$ cat src/rtl/secded_pkg.sv
// Package: shared code geometry and the Hamming check-bit function.
// Assumes a 64-bit data word, seven Hamming bits and one overall parity bit.
package secded_pkg;

    localparam int DATA_W  = 64;
    localparam int HAM_W   = 7;
    localparam int CHK_W   = HAM_W + 1;
    localparam int CODE_W  = DATA_W + CHK_W;
    localparam int POS_MAX = DATA_W + HAM_W;

    // Hamming check bits: data fills the non-power-of-two positions 3,5,6,7,...
    function automatic logic [HAM_W-1:0] ham_checks(input logic [DATA_W-1:0] d);
        logic [HAM_W-1:0] c;
        int k;
        c = '0;
        k = 0;
        for (int p = 1; p <= POS_MAX; p++) begin
            if ((p & (p - 1)) != 0) begin
                for (int i = 0; i < HAM_W; i++) begin
                    if (p[i]) c[i] = c[i] ^ d[k];
                end
                k++;
            end
        end
        return c;
    endfunction

endpackage

$ cat src/rtl/secded_encoder.sv
// Module: secded_encoder
// Builds the check byte for one data word: seven Hamming bits in [6:0] and
// overall parity in [7]. Purely combinational; the caller registers it.
module secded_encoder
    import secded_pkg::*;
(
    input  logic [DATA_W-1:0] data_i,
    output logic [CHK_W-1:0]  chk_o
);

    logic [HAM_W-1:0] ham;

    // Hamming bits from the data, then the parity that makes the word even.
    always_comb begin
        ham   = ham_checks(data_i);
        chk_o = {(^data_i) ^ (^ham), ham};
    end

endmodule

$ cat src/rtl/secded_checker.sv
// Module: secded_checker
// Classifies one stored 72-bit word as clean, parity-only, single or double
// error. Detects only; no correction. Combinational.
module secded_checker
    import secded_pkg::*;
(
    input  logic [CODE_W-1:0] word_i,
    output logic              par_err_o,
    output logic              single_o,
    output logic              double_o
);

    logic [HAM_W-1:0] syndrome;
    logic             odd;

    // Syndrome compares stored Hamming bits with recomputed ones; parity over all 72.
    always_comb begin
        syndrome  = ham_checks(word_i[DATA_W-1:0]) ^ word_i[DATA_W +: HAM_W];
        odd       = ^word_i;
        par_err_o = odd  && (syndrome == '0);
        single_o  = odd  && (syndrome != '0);
        double_o  = !odd && (syndrome != '0);
    end

endmodule

$ cat src/rtl/secded_pipe_reg.sv
// Module: secded_pipe_reg
// One-entry valid/ready register stage. Full throughput: it refills in the
// same cycle it drains. Assumes the consumer honours the handshake.
module secded_pipe_reg #(
    parameter int WIDTH = 8
) (
    input  logic             clk,
    input  logic             rst_n,
    input  logic             in_valid,
    output logic             in_ready,
    input  logic [WIDTH-1:0] in_data,
    output logic             out_valid,
    input  logic             out_ready,
    output logic [WIDTH-1:0] out_data
);

    logic             valid_q;
    logic [WIDTH-1:0] data_q;

    // Space exists when empty or when the held word leaves this cycle.
    assign in_ready  = !valid_q || out_ready;
    assign out_valid = valid_q;
    assign out_data  = data_q;

    // Load on an input handshake, clear valid on reset.
    always_ff @(posedge clk) begin
        if (!rst_n) begin
            valid_q <= 1'b0;
            data_q  <= '0;
        end else begin
            if (in_ready) valid_q <= in_valid;
            if (in_valid && in_ready) data_q <= in_data;
        end
    end

    // a stalled word stays put.
    assert_hold_stable_R11: assert property (@(posedge clk) disable iff (!rst_n)
        (out_valid && !out_ready) |=> (out_valid && $stable(out_data)));

    // an accepted input is what appears next.
    assert_load_R11: assert property (@(posedge clk) disable iff (!rst_n)
        (in_valid && in_ready) |=> (out_valid && out_data == $past(in_data)));

    // reset empties the stage.
    assert_reset_empty_R12: assert property (@(posedge clk)
        !rst_n |=> !out_valid);

endmodule

$ cat src/rtl/secded_stream_stage.sv
// Module: secded_stream_stage
// Inline SECDED stage: the write path appends a check byte to each 64-bit
// word; the read path classifies stored words and strips the check byte.
// Each path has one register stage. Flags are qualified by the read handshake.
module secded_stream_stage
    import secded_pkg::*;
#(
    parameter int IDX_W = 8
) (
    input  logic              clk,
    input  logic              rst_n,
    input  logic              wr_in_valid,
    output logic              wr_in_ready,
    input  logic [DATA_W-1:0] wr_in_data,
    input  logic              wr_in_last,
    output logic              wr_out_valid,
    input  logic              wr_out_ready,
    output logic [CODE_W-1:0] wr_out_data,
    output logic              wr_out_last,
    input  logic              rd_in_valid,
    output logic              rd_in_ready,
    input  logic [CODE_W-1:0] rd_in_data,
    input  logic              rd_in_last,
    output logic              rd_out_valid,
    input  logic              rd_out_ready,
    output logic [DATA_W-1:0] rd_out_data,
    output logic              rd_out_last,
    output logic              err_parity,
    output logic              err_single,
    output logic              err_double,
    output logic [IDX_W-1:0]  err_index
);

    localparam int WR_W = 1 + CODE_W;
    localparam int RD_W = 1 + IDX_W + 3 + DATA_W;

    // ---------------- write path ----------------
    logic [CHK_W-1:0] wr_chk;
    logic [WR_W-1:0]  wr_pay_in, wr_pay_out;

    secded_encoder enc_i (.data_i(wr_in_data), .chk_o(wr_chk));

    assign wr_pay_in = {wr_in_last, wr_chk, wr_in_data};

    secded_pipe_reg #(.WIDTH(WR_W)) wr_reg_i (
        .clk(clk), .rst_n(rst_n),
        .in_valid(wr_in_valid), .in_ready(wr_in_ready), .in_data(wr_pay_in),
        .out_valid(wr_out_valid), .out_ready(wr_out_ready), .out_data(wr_pay_out)
    );

    assign wr_out_last = wr_pay_out[WR_W-1];
    assign wr_out_data = wr_pay_out[CODE_W-1:0];

    // ---------------- read path ----------------
    logic             chk_par, chk_single, chk_double;
    logic [IDX_W-1:0] idx_q;
    logic             rd_in_fire;
    logic [RD_W-1:0]  rd_pay_in, rd_pay_out;
    logic             fl_par, fl_single, fl_double, rd_out_fire;

    secded_checker chk_i (
        .word_i(rd_in_data), .par_err_o(chk_par),
        .single_o(chk_single), .double_o(chk_double)
    );

    assign rd_in_fire = rd_in_valid && rd_in_ready;

    // Burst position counter: steps per accepted word, wraps to 0 after last.
    always_ff @(posedge clk) begin
        if (!rst_n)          idx_q <= '0;
        else if (rd_in_fire) idx_q <= rd_in_last ? '0 : idx_q + 1'b1;
    end

    assign rd_pay_in = {rd_in_last, idx_q, chk_par, chk_single, chk_double,
                        rd_in_data[DATA_W-1:0]};

    secded_pipe_reg #(.WIDTH(RD_W)) rd_reg_i (
        .clk(clk), .rst_n(rst_n),
        .in_valid(rd_in_valid), .in_ready(rd_in_ready), .in_data(rd_pay_in),
        .out_valid(rd_out_valid), .out_ready(rd_out_ready), .out_data(rd_pay_out)
    );

    // Unpack the read register and gate flags by the output handshake.
    always_comb begin
        rd_out_last = rd_pay_out[RD_W-1];
        err_index   = rd_pay_out[DATA_W+3 +: IDX_W];
        fl_par      = rd_pay_out[DATA_W+2];
        fl_single   = rd_pay_out[DATA_W+1];
        fl_double   = rd_pay_out[DATA_W];
        rd_out_data = rd_pay_out[DATA_W-1:0];
        rd_out_fire = rd_out_valid && rd_out_ready;
        err_parity  = rd_out_fire && fl_par;
        err_single  = rd_out_fire && fl_single;
        err_double  = rd_out_fire && fl_double;
    end

    // every encoded word carries even parity.
    assert_even_word_R3: assert property (@(posedge clk) disable iff (!rst_n)
        wr_out_valid |-> (^wr_out_data) == 1'b0);

    // data bytes leave the write path untouched.
    assert_wr_data_R1: assert property (@(posedge clk) disable iff (!rst_n)
        (wr_in_valid && wr_in_ready) |=> wr_out_data[DATA_W-1:0] == $past(wr_in_data));

    // read data is forwarded without correction.
    assert_rd_data_R4: assert property (@(posedge clk) disable iff (!rst_n)
        rd_in_fire |=> rd_out_data == $past(rd_in_data[DATA_W-1:0]));

    // classes are mutually exclusive in the held word.
    assert_one_class_R9: assert property (@(posedge clk) disable iff (!rst_n)
        rd_out_valid |-> $onehot0({fl_par, fl_single, fl_double}));

    // after a last word the next burst starts at index 0.
    assert_index_wrap_R10: assert property (@(posedge clk) disable iff (!rst_n)
        (rd_in_fire && rd_in_last) |=> idx_q == '0);

endmodule

$ cat config.mk
export PLATFORM = sky130hd
export DESIGN_NAME = secded_stream_stage
export DESIGN_NICKNAME = d
export VERILOG_FILES = /design/src/rtl/secded_pkg.sv /design/src/rtl/secded_encoder.sv /design/src/rtl/secded_checker.sv /design/src/rtl/secded_pipe_reg.sv /design/src/rtl/secded_stream_stage.sv
export SDC_FILE = /design/constraint.sdc
export NUM_CORES = 1
export LEC_CHECK = 0
export CAP_MARGIN = 20
export CORE_MARGIN = 2
export CORE_UTILIZATION = 47
export CTS_BUF_LIST = sky130_fd_sc_hd__clkbuf_16
export DETAILED_ROUTE_END_ITERATION = 10
export HOLD_SLACK_MARGIN = 0.1
export PLACE_DENSITY = 0.84
export SLEW_MARGIN = 10
export SYNTH_ARGS = -nofsm -noshare
export SYNTH_HDL_FRONTEND = slang
export SYNTH_SLANG_ARGS = --single-unit
export TNS_END_PERCENT = 50
$ cat constraint.sdc
create_clock -name clk -period 3.51 [get_ports clk]
set_clock_uncertainty 0.15 [all_clocks]
set_input_delay 0.5265 -clock clk [delete_from_list [all_inputs] [get_ports clk]]
set_output_delay 0.5265 -clock clk [all_outputs]
set_load 0.01 [all_outputs]
==> summary.md, run 1 <==
| Metric | Value |
|---|---|
| Ys flop type | dfxtp_1 |
| Routability cong. | about 0.9 |
| Worst slew pin tran | approximately 0.63 ns |
| Syn avg cell area | 8.92 um^2 |
| Synth area leader | dfxtp_1 |
| Crit. Startpoint | rd_in_data[43] |
| Core Rows | 50 |
| GRT Total Usage | 0.249 |
| Post-synthesis sequential area ratio | 0.349 |
| Final Critical Period | 3.04 ns |
| Seq pwr share | 0.309 |
| Final worst path period share | 0.865 |
| Status | completed |
| WL final | about 26 mm |
| Worst R2R End | idx_q[7] |
| FILL cells | 1545 |
| Largest net degree at the start of global routing | 102 |
| CTS Hold Bufs | 0 |
| Internal | between 4 and 5 mW |
| Antenna violations before repair | 0 |
| Clock Latency Late Sink | 0.42 ns |
| HPWL after DPL | approximately 20 mm |
| RSZ-0062 raised after global routing | false |
| Share of post-route cells with drive strength above 1 | 0.0520 |
| Clk slew on worst S/H paths | approximately 0.06 ns |
| Layout area overhead | 36.6% |
| Crit end category | flip-flop |
| R2r setup slk | 1.66 ns |
| Max Slew Vio Count | 0 |
| Register area | 3180 um^2 |
| Multi-input gate area | 5180 um^2 |
| Clock sinks | 159 |
| Cts bufs inserted | 17 |
| Critical Setup Path Class | input pin to flip-flop |
| Synth warn | 0 |
| # setup viols final | 0 |
| PostCTS Resize Cnt | 0 |
| Gr ovfl total | 0 |
| Worst R2R Path Depth | 5 |
| Clk root buf | clkbuf_16 |
| Min Hold Slack | 0.311 ns |
| Pre-antenna DRT Iters | 6 |
| Gate Count Post-Synth | 1022 |
| Port bufs | 296 |
| Synth async-reset ratio | 0 |
| DRC Markers | 0 |
| Worst setup path end | rd_reg_i.out_data[66] |
| Seq cells post-synth | 159 |
| Max-cap violations | 0 |
| Gate power share | 0.412 |
| Die H | 143 um |
| I/O pins | 297 |
| Core Region | 18900 um^2 |
| Total Die Area | 20500 um^2 |
| Cell area power density | about 520 nW/um^2 |
| Relative slew slack | 0.579 |
| VDD IR max | approximately 0.39 mV |
| Syn_nets | between 1k and 1.5k |
| WL/cell | 17.1 um |
| Via-to-Cell Ratio | 4.88 |
| Max Freq | 329 MHz |
| Post-synth EDFFs | 0 |
| DR iter-0 viols | 283 |
| Post-CTS setup repair buffer count | 0 |
| Total Nets Final | about 1.4k |
| H-tree lvl count | 4 |
| Hold Path Class | flip-flop to flip-flop |
| Final Hold Viols | 0 |
| Final ANT Viol Nets | 0 |
| CP Max Fanout | 3 |
| CTS tree | built |
| Worst r2r src | rd_reg_i.out_valid |
| Cell Area, Synth | ~9100 um^2 |
| Top post-synthesis cells by area | dfxtp_1 (35%), xnor2_1 (16%), nand2_1 (12%) |
| Post-synth top area share | 0.349 |
| Initial Utilization | 0.483 |
| LEAKAGE | about 4.7 nW |
| Arr. time, crit path | 3.20 ns |
| First-pass GRT wire length | between 30 and 40 mm |
| Required time worst endpoint | 3.68 ns |
| Longest Clk Path Bufs | 2 |
| Clock power share | 0.279 |
| Psw | 1.99 mW |
| Die X | 143 um |
| Sw Share | 0.305 |
| Total number of vias | 7372 |
| Vias in the first global route | 7284 |
| Final setup TNS | 0 ns |
| Worst setup SP type | input pin |
| Synth unique cells | 34 |
-- through the flow --
| step | util | std cells | worst slack, ns | power, mW | area [um^2] |
|---|---|---|---|---|---|
| 2_1_floorplan | - | 1022 | 0.766 | 3.96 | 9120 |
| 3_3_place_gp | 0.629 | 1479 | 0.115 | 4.68 | 11900 |
| 3_5_place_dp | 0.629 | 1479 | 0.0629 | 4.73 | 11900 |
| 4_1_cts | 0.659 | 1511 | 0.474 | 6.57 | 12500 |
| 5_1_grt | 0.659 | 1511 | 0.319 | 6.84 | 12500 |
| 6_report | 0.659 | 1512 | 0.473 | 6.52 | 12500 |
-- synth_stat cells, types with 4 or more instances --
library cell / number
nand2_1: 294
xnor2_1: 165
dfxtp_1: 159
a21boi_0: 143
buf_4: 72
xor2_1: 51
clkbuf_1: 43
xnor3_1: 29
and2_1: 8
o21ai_0: 7
and3_1: 4
buf_1: 4
nand3_1: 4
nand4_1: 4
nor2_1: 4
xnor2_2: 4
-- flip-flops by register name, summed over array words and instances, names as in the netlist --
signal              flops
rd_reg_i.out_data      76
wr_reg_i.out_data      73
idx_q                   8
rd_reg_i.out_valid      1
wr_reg_i.out_valid      1
-- layer usage --
layer  wire [um]  share of wire  track usage
met1        9980           0.39        0.282
met2       12800           0.50        0.426
met3        2300          0.089       0.0892
met4         713          0.028        0.105
met5           0              0            0
-- final cells by class --
cell class / count / share of cell area
multi-input combinational: 739 / 0.416
sequential: 159 / 0.256
timing repair buffer: 319 / 0.256
clock buffer: 17 / 0.0342
tap: 260 / 0.0261
clock inverter: 15 / 0.0120
inverter: 2 / 0.000603
antenna: 1 / 0.000201
-- cell families (layout without fill, tap and decap cells) --
kind of cell	after synthesis	in the layout	synth area share
xor+xnor	253	253	0.296
other cells	0	1	0
compound gates	158	158	0.128
buf+inv	124	353	0.0834
simple gates	327	327	0.142
fa+ha+maj	1	1	0.00137
flops	159	159	0.349
-- worst min-delay path by stage --
stage / startpoint / to / slack (ns) / depth (start not counted)
2_1_floorplan: rd_reg_i.out_data[65] / rd_reg_i.out_data[65] / 0.28 / 2
3_3_place_gp: wr_reg_i.out_data[34] / wr_reg_i.out_data[34] / 0.30 / 2
3_5_place_dp: rd_reg_i.out_data[15] / rd_reg_i.out_data[15] / 0.31 / 2
4_1_cts: rd_reg_i.out_data[15] / rd_reg_i.out_data[15] / 0.31 / 2
5_1_grt: rd_reg_i.out_data[27] / rd_reg_i.out_data[27] / 0.33 / 2
6_report: rd_reg_i.out_data[61] / rd_reg_i.out_data[61] / 0.31 / 2
-- power by group through the flow --
stage | Clock [mW] | Sequential, mW | Combinational, mW
final | 1.82 | 2.01 | 2.69
after global routing | 1.92 | 2.03 | 2.89
after CTS | 1.86 | 2.01 | 2.70
after detailed placement | 0 | 2.05 | 2.67
after global placement | 0 | 2.05 | 2.63
after floorplan | 0 | 2.08 | 1.88
-- layout by cell type (no fill, tap or decap), drive strengths merged, types with 4 or more instances in the layout --
cell / count
nand3: 4
nor2: 4
xnor2: 170
clkbuf: 17
a21boi: 143
xnor3: 30
nand4: 4
clkdlybuf4s50: 295
and2: 8
and3: 4
xor2: 52
o21ai: 9
clkinvlp: 5
nand2: 294
buf: 24
inv: 7
dfxtp: 159
-- critical path, cell delays in order --
cell,delay [ns]
clkdlybuf4s50_1,0.49
xor2_1,0.19
xnor2_1,0.37
xnor3_1,0.41
xnor2_1,0.25
xnor3_1,0.45
xnor2_1,0.17
nor2b_1,0.14
a32o_1,0.20
(Power assumes the default switching activity.)
==> inputs of run 2 (changes only) <==
- CELL_PAD_IN_SITES_DETAIL_PLACEMENT: unset -> 0
- CELL_PAD_IN_SITES_GLOBAL_PLACEMENT: unset -> 1
- CORE_UTILIZATION: 47 -> 34
- PLACE_DENSITY: 0.84 -> 0.83
==> summary.md, run 2 (same netlist as run 1, synthesis figures left out) <==
| Metric | Value |
|---|---|
| PostCTS Resize Cnt | 0 |
| RSZ-0062 raised after global routing | false |
| Slowest stage delay, CP | between 0.5 and 0.6 ns |
| Vias in the first global route | 7344 |
| Min Hold Slack | between 0.3 and 0.4 ns |
| # setup viols final | 0 |
| Max-cap violations | 0 |
| CP most frequent cell | xnor3_1 |
| Gr ovfl total | 0 |
| Arr. time, crit path | 3.26 ns |
| Core Region | 26200 um^2 |
| Final Hold Viols | 0 |
| WL/cell | around 17 um |
| CTS tree | built |
| WL final | 27.6 mm |
| Routability cong. | 0.825 |
| Die H | approximately 170 um |
| Top delay family on crit path | XOR/XNOR gates |
| Final Critical Period | 3.05 ns |
| Max Freq | 328 MHz |
| Most common cell after layout, fill and taps aside | clkdlybuf4s50_1 |
| Total Nets Final | 1391 |
| First-pass GRT wire length | 42.2 mm |
| Post-CTS setup repair buffer count | 0 |
| Max reg flops | 76 |
| Via-to-Cell Ratio | 4.52 |
| Largest net degree at the start of global routing | 70 |
| Core Rows | 59 |
| Status | completed |
| Critical-path cell with the highest stage delay | clkdlybuf4s50_1 |
| Worst setup SP type | input pin |
| Final ANT Viol Nets | 0 |
| HPWL after DPL | 21.2 mm |
| Required time worst endpoint | 3.72 ns |
| Most frequent cells in the layout | clkdlybuf4s50_1 (295), nand2_1 (292), xnor2_1 (165) |
| Clk slew on worst S/H paths | about 0.06 ns |
| Share of post-route cells with drive strength above 1 | 0.0596 |
| Max Slew Vio Count | 0 |
| Layout area overhead | 38.6% |
| Longest Clk Path Bufs | 2 |
| Relative slew slack | 0.569 |
| Seq pwr share | 0.303 |
| FILL cells | 2515 |
| Total Die Area | between 20000 and 30000 um^2 |
| H-tree lvl count | 4 |
| Total number of vias | 7208 |
| Clock sinks | 159 |
| Sw Share | 0.308 |
| Worst path bufs/invs | 1 |
| GRT Total Usage | 0.195 |
| Initial Utilization | 0.348 |
| VDD IR max | 0.353 mV |
| Clk root buf | clkbuf_16 |
| Critical Setup Path Class | input pin to flip-flop |
| Port bufs | 296 |
| LEAKAGE | 4.76 nW |
| DR iter-0 viols | ~340 |
| I/O pins | 297 |
| Gate power share | 0.413 |
| Final worst path period share | 0.868 |
| CTS Hold Bufs | 0 |
| Final setup TNS | 0 ns |
| Cts bufs inserted | 17 |
| Worst path cell trace | clkdlybuf4s50_1, xnor3_1, xnor3_1, xnor2_1, xor2_2, xnor3_1, xnor3_1, o21ai_1, and2_1 |
| Crit end category | flip-flop |
| Clock Latency Late Sink | 0.42 ns |
| Worst slew pin tran | 0.644 ns |
| Die X | 168 um |
| Cell area power density | 526 nW/um^2 |
| Antenna violations before repair | 1 |
| Psw | 2.05 mW |
| Pre-antenna DRT Iters | 4 |
| Hold Path Class | flip-flop to flip-flop |
| DRC Markers | 0 |
| Clock power share | 0.284 |
| Internal | 4.60 mW |
| CP Max Fanout | 2 |
run 2: cell count changes in the layout (fill, tap and decap cells not counted), sizes merged:
| cell | delta |
|---|---|
| clkinvlp | -3 |
| buf | +8 |
| clkinv | +3 |
run 2: layout make-up:
cell class,instances,area [um^2],area share
multi-input combinational,739,5180,0.410
timing repair buffer,327,3260,0.258
sequential,159,3180,0.252
clock buffer,17,425,0.0337
tap,335,419,0.0332
clock inverter,15,158,0.0125
inverter,2,7.51,0.000594
antenna,1,2.50,0.000198
run 2: path summary, 6_finish.rpt:
| check | slack [ns] | from | depth (start not counted) | to |
|---|---|---|---|---|
| hold reg to reg | 0.31 | rd_reg_i.out_data[1] | 2 | rd_reg_i.out_data[1] |
| hold / removal | 0.31 | rd_reg_i.out_data[1] | 2 | rd_reg_i.out_data[1] |
| setup reg to reg | 1.61 | rd_reg_i.out_valid | 5 | rd_reg_i.out_data[7] |
| setup / recovery | 0.46 | wr_in_data[47] | 9 | wr_reg_i.out_data[71] |
run 2: metrics by stage:
step	setup WS (ns)	area [um^2]	utilization	cells	power (mW)
finish	0.463	12600	0.482	1595	6.65
global route	0.319	12600	0.482	1595	7.03
CTS	0.467	12600	0.482	1594	6.72
detailed placement	0.0321	12000	0.460	1562	4.80
global placement	0.0581	12000	0.460	1562	4.79
floorplan	0.766	9120	-	1022	3.96
run 2: power groups by stage:
stage	logic (mW)	clock network (mW)	registers [mW]
2_1_floorplan	1.88	0	2.08
3_3_place_gp	2.74	0	2.05
3_5_place_dp	2.75	0	2.05
4_1_cts	2.77	1.94	2.01
5_1_grt	2.99	2.01	2.03
6_report	2.75	1.89	2.01
run 2: per-layer routing:
metal  routed length, um  up-vias  track usage
met2               13100      185        0.321
met3                1930       40       0.0626
li1                    -     3649            -
met5                   0        -            0
met1               11800     3334        0.238
met4                 794        0       0.0749
run 2: tightest hold or removal path: stages (launching register included):
cell and delay [ns]:
dfxtp_1 0.31, nand2_1 0.04, a21boi_0 0.06
